**config.mk**
```make
export PLATFORM = sky130hd
export DESIGN_NAME = host_mem_port
export DESIGN_NICKNAME = d
export VERILOG_FILES = /design/src/rtl/host_mem_port.sv
export SDC_FILE = /design/constraint.sdc
export NUM_CORES = 1
export LEC_CHECK = 0
export BUFFER_PORTS_ARGS = -buffer_cell sky130_fd_sc_hd__clkbuf_2
export CAP_MARGIN = 10
export CORE_UTILIZATION = 50
export CTS_CLUSTER_DIAMETER = 80
export CTS_CLUSTER_SIZE = 28
export DETAILED_ROUTE_END_ITERATION = 6
export HOLD_SLACK_MARGIN = 0.08
export PLACE_DENSITY_LB_ADDON = 0.1
export SLEW_MARGIN = 20
export SYNTH_ARGS = -nofsm -noshare
export SYNTH_HDL_FRONTEND = slang
export SYNTH_SLANG_ARGS = --single-unit
```
**constraint.sdc**
```tcl
create_clock -name clk -period 2.2 [get_ports clk]
set_input_delay 0 -clock clk [delete_from_list [all_inputs] [get_ports clk]]
set_output_delay 0 -clock clk [all_outputs]
set_load 0.02 [all_outputs]
```
**src/rtl/host_mem_port.sv**
```systemverilog
module host_mem_port #(
  parameter int AW = 14,
  parameter int BW = 16,
  parameter int PW = 24,
  parameter logic [AW-1:0] CTRL_BASE = 14'h3FE0
) (
  input  logic          clk,
  input  logic          rst_n,
  input  logic          boot_host,
  input  logic          hs_sel,
  input  logic          hs_ale,
  input  logic          hs_rd,
  input  logic          hs_wr,
  input  logic [BW-1:0] hs_ad_in,
  output logic [BW-1:0] hs_ad_out,
  output logic          hs_ad_oe,
  output logic          hs_ack,
  output logic          mem_req,
  output logic          mem_we,
  output logic          mem_dm,
  output logic [AW-1:0] mem_addr,
  output logic [PW-1:0] mem_wdata,
  input  logic [PW-1:0] mem_rdata,
  output logic          core_hold
);
  localparam int LW = PW - BW;

  logic ale_q, ale_p, rd_q, rd_p, wr_q, wr_p;
  logic ale_fall, start;
  logic acc, acc_wr, phase, booted;
  logic [AW-1:0] ptr;
  logic ptr_dm;
  logic [BW-1:0] wdat, hold, rdat;
  logic [LW-1:0] lowb;
  logic pm, prot;

  assign ale_fall = ale_p & ~ale_q;
  assign start    = ((rd_q & ~rd_p) | (wr_q & ~wr_p)) & ~acc;
  assign pm       = ~ptr_dm;
  assign prot     = ptr_dm & (ptr >= CTRL_BASE);

  assign hs_ack    = ~(start | acc);
  assign hs_ad_out = rdat;
  assign hs_ad_oe  = hs_sel & hs_rd;
  assign core_hold = boot_host & ~booted;

  assign mem_addr  = ptr;
  assign mem_dm    = ptr_dm;
  assign mem_we    = acc & acc_wr & (pm ? phase : ~prot);
  assign mem_req   = acc & (acc_wr ? (pm ? phase : ~prot) : (pm ? ~phase : 1'b1));
  assign mem_wdata = pm ? {hold, wdat[LW-1:0]} : {{LW{1'b0}}, wdat};

  always_ff @(posedge clk or negedge rst_n) begin
    if (!rst_n) begin
      {ale_q, ale_p, rd_q, rd_p, wr_q, wr_p} <= '0;
      acc <= 1'b0; acc_wr <= 1'b0; phase <= 1'b0; booted <= 1'b0;
      ptr <= '0; ptr_dm <= 1'b0;
      wdat <= '0; hold <= '0; rdat <= '0; lowb <= '0;
    end else begin
      ale_q <= hs_sel & hs_ale; ale_p <= ale_q;
      rd_q  <= hs_sel & hs_rd;  rd_p  <= rd_q;
      wr_q  <= hs_sel & hs_wr;  wr_p  <= wr_q;
      acc <= start;
      if (start) begin
        acc_wr <= wr_q & ~wr_p;
        wdat   <= hs_ad_in;
      end
      if (ale_fall && !hs_ad_in[BW-1]) begin
        ptr    <= hs_ad_in[AW-1:0];
        ptr_dm <= hs_ad_in[AW];
        phase  <= 1'b0;
      end else if (acc) begin
        if (acc_wr) begin
          if (pm && !phase) hold <= wdat;
        end else if (pm) begin
          if (!phase) begin
            rdat <= mem_rdata[PW-1:LW];
            lowb <= mem_rdata[LW-1:0];
          end else
            rdat <= {{(BW-LW){1'b0}}, lowb};
        end else
          rdat <= mem_rdata[BW-1:0];
        if (pm && !phase)
          phase <= 1'b1;
        else begin
          phase <= 1'b0;
          ptr   <= ptr + 1'b1;
        end
        if (acc_wr && pm && phase && ptr == '0) booted <= 1'b1;
      end
    end
  end

  AST_PTR_STEP: assert property (@(posedge clk) disable iff (!rst_n)
    (acc && !(pm && !phase) && !ale_fall) |=> (mem_addr == $past(mem_addr) + 1'b1) && (mem_dm == $past(mem_dm)));
  AST_PM_FIRST_HOLDS: assert property (@(posedge clk) disable iff (!rst_n)
    (acc && pm && !phase && !ale_fall) |=> $stable(mem_addr));
  AST_ONE_CYCLE_REQ: assert property (@(posedge clk) disable iff (!rst_n)
    mem_req |=> !mem_req);
  AST_CTRL_PROTECT: assert property (@(posedge clk) disable iff (!rst_n)
    mem_we |-> !(mem_dm && mem_addr >= CTRL_BASE));
  AST_WE_IN_REQ: assert property (@(posedge clk) disable iff (!rst_n)
    mem_we |-> mem_req);
  AST_ACK_AFTER_REQ: assert property (@(posedge clk) disable iff (!rst_n)
    mem_req |=> hs_ack);
  AST_BOOT_RELEASE: assert property (@(posedge clk) disable iff (!rst_n)
    ($fell(core_hold) && boot_host) |-> $past(mem_we && !mem_dm && mem_addr == '0));
endmodule

```
==> load_flow_metrics.sql <==
INSERT INTO impl_metrics (metric_group, metric, value, unit) VALUES
('layout', 'multiInputGateArea', '1580', 'µm²'),
('grt', 'grt_pass1_wl', '14400', 'µm'),
('synth', 'postSynthRegisterBits', '81', ''),
('timing', 'timing.final.hold_violations', '0', ''),
('synth', 'main_combinational_cell_family_by_area_after_synthesis', 'multiplexers', ''),
('grt', 'via_count_of_the_first_global_routing_pass', '2956', ''),
('clocking', 'clockBufferDepth', '2', ''),
('route', 'drt_pass1_iterations', '5', ''),
('status', 'status', 'complete, no violations', ''),
('synth', 'yosys.area_share.simple', '12.7', '%'),
('worst_hold_path', 'holdPathEnd', 'hs_ad_out[2]', ''),
('grt', 'grt_max_degree', '40', ''),
('placed_design', 'buffer_ports.inserted', '106', ''),
('synth', 'post_synth.cell_area_avg', '11.2', 'µm²'),
('clocking', 'cts.reportedPaths.clkPinSlew', '0.09', 'ns'),
('timing', 'worst_clock_skew', '0.0105', 'ns'),
('synth', 'synth.largest_area_cell', 'dfrtp_1', ''),
('grt', 'grt.total_usage', '24.6', '%'),
('synth', 'synth_top_area_share', '53.7', '%'),
('worst_hold_path', 'hold_path_startpoint', 'mem_rdata[10]', ''),
('setup_path', 'stage_delay_of_the_slowest_cell_on_the_critical_path', '0.49', 'ns'),
('setup_path', 'ff2ff_setup_slack', '0.26', 'ns'),
('clocking', 'cts-root-buf', 'clkbuf_8', ''),
('setup_path', 'crit_type', 'flip-flop to output port', ''),
('route', 'drt_iter0_drc', '115', ''),
('synth', 'postSynth.topFlopCell', 'dfrtp_1', ''),
('setup_path', 'rr_worst_depth', '4', ''),
('route', 'via_per_inst', '5.14', ''),
('timing', 'setup_viol', '0', ''),
('placed_design', 'detailed_place_hpwl', '6080', 'µm'),
('floorplanning', 'row_count', '31', ''),
('setup_path', 'critical_path.max_fanout', '6', ''),
('synth', 'synth.top_cells.by_area', 'dfrtp_1, mux2_2, o21ai_0', ''),
('placed_design', 'post-place-cells', '527', ''),
('synth', 'ys_async_sr_fraction', '100', '%'),
('job', 'drv.max_cap_violation_count', '0', ''),
('synth', 'mappedNetlistNets', '385', ''),
('synth', 'synth-xor-area-share', '2.79', '%'),
('timing', 'timing.final.max_slew_violations', '0', ''),
('clocking', 'cts.htree.levels', '3', ''),
('setup_path', 'cp_top_family', 'simple AND/OR/NAND/NOR gates', ''),
('setup_path', 'crit_path_buf_inv_count', '1', ''),
('synth', 'yosysWarningCount', '0', ''),
('layout', 'antennaDiodeCount', '0', ''),
('synth', 'synth_compound_area_share', '8.32', '%'),
('placed_design', 'place_congestion', '0.826', ''),
('setup_path', 'rr_startpoint', 'mem_dm', ''),
('synth', 'synthMostInstantiatedCell', 'dfrtp_1', ''),
('synth', 'synthAdderAreaFrac', '0.663', '%'),
('layout', 'layoutNonFillerInstCount', '590', ''),
('floorplanning', 'ios', '107', ''),
('pwr', 'p_per_area', '1140', 'nW/µm²'),
('clocking', 'tritoncts.num_buffers', '9', ''),
('layout', 'filler_cell_count', '579', ''),
('floorplanning', 'chipHeight', '88.9', 'µm'),
('synth', 'post_synth_mux_area_share', '17.2', '%'),
('timing', 'maxSlewHeadroom', '61.4', '%'),
('timing', 'final_min_period_over_clock_period', '90.4', '%'),
('layout', 'layout.area.seq', '2030', 'µm²'),
('layout', 'finalNetCount', '535', ''),
('timing', 'grt_setup_unrepaired', 'false', ''),
('setup_path', 'required', '2.20', 'ns'),
('timing', 'timing.setup.tns', '0', 'ns'),
('route', 'route.detailed.drc', '0', ''),
('setup_path', 'critPathLaunchType', 'flip-flop', ''),
('route', 'postRouteAntennaNets', '0', ''),
('layout', 'layout-drive-gt1-share', '38.7', '%'),
('pwr', 'power.ir.vdd_worst', '876', 'µV'),
('synth', 'count_of_mapped_cells_out_of_synthesis', '336', ''),
('synth', 'synth-edff-count', '0', ''),
('floorplanning', 'core_region_area', '7290', 'µm²');
[registers in the layout, summed over array words and instances (netlist names), 8 cells and up]
name	flops
hold	16
hs_ad_out	16
wdat	16
mem_addr	14
lowb	8
[final cells by class]
cell class	count	area share [%]
Inverter	8	0.592
Timing Repair Buffer	164	21.4
Clock inverter	7	2.00
Multi-Input combinational cell	222	31.1
Tap cell	99	2.44
Clock buffer	9	2.44
Sequential cell	81	40.0
[kinds of logic after synthesis]
family / after synthesis
AND/OR/NAND/NOR: 94
adder cells (fa/ha/maj): 2
XOR/XNOR: 12
buffers and inverters: 33
flip-flops: 81
multiplexers: 59
AO/OA/AOI/OAI: 55
[layer usage]
layer  track usage, %  vias to the layer above  wire length, µm
met5                0                        -                0
met1             31.9                     1462             4060
met3             5.88                        8              486
li1                 -                     1467                -
met2             41.5                       93             4400
met4             6.89                        0               89
[worst register-to-register path, cell delays in order (launching register included)]
cell and delay, ns:
dfrtp_2 0.51, buf_4 0.43, a22oi_1 0.19, dlygate4sd3_1 0.58, o21ai_0 0.15
[power breakdown]
group          internal, mW  switching [mW]
registers              2.00           0.375
logic                 0.967            1.22
clock network         0.648           0.562
[cell usage in the layout (no fill, tap or decap), types with 7 or more instances in the layout]
master	n
buf_4	12
dfrtp_1	80
nor2_1	14
nor2b_1	10
nand2_1	37
dlygate4sd3_1	47
inv_1	8
clkbuf_8	9
xnor2_1	12
mux2i_1	11
mux2_2	48
nor4_1	7
a22oi_1	8
o21ai_0	31
a21oi_1	10
clkbuf_2	105
[worst max path at each step]
stage	start	endpoint	cells past startpoint
floorplan	mem_addr[1]	mem_addr[12]	5
global placement	ale_q	hold[6]	3
detailed placement	ale_q	hold[7]	3
CTS	mem_addr[7]	mem_req	5
global route	mem_addr[8]	mem_req	5
finish	mem_addr[8]	mem_req	5
[through the flow]
stage / total power, mW / area, µm² / hold slack (ns) / worst slack [ns] / utilization, %
after detailed placement: 4.52 / 4370 / -0.00761 / 0.292 / 59.9
after global placement: 4.45 / 4370 / -0.00706 / 0.321 / 59.9
after floorplan: 3.83 / 3770 / -0.296 / 0.398 / -
after global routing: 6.17 / 5070 / 0.138 / 0.0780 / 69.5
final: 5.78 / 5070 / 0.0970 / 0.211 / 69.5
after CTS: 5.82 / 5070 / 0.0876 / 0.105 / 69.5
[repair_timing]
action                     CTS  global route
resized for setup            0             1
hold buffers                47             0
setup endpoints to repair    0             2
hold endpoints to repair   117             0
setup buffers                0             0
No activity file was read; power rests on OpenSTA's default activity.
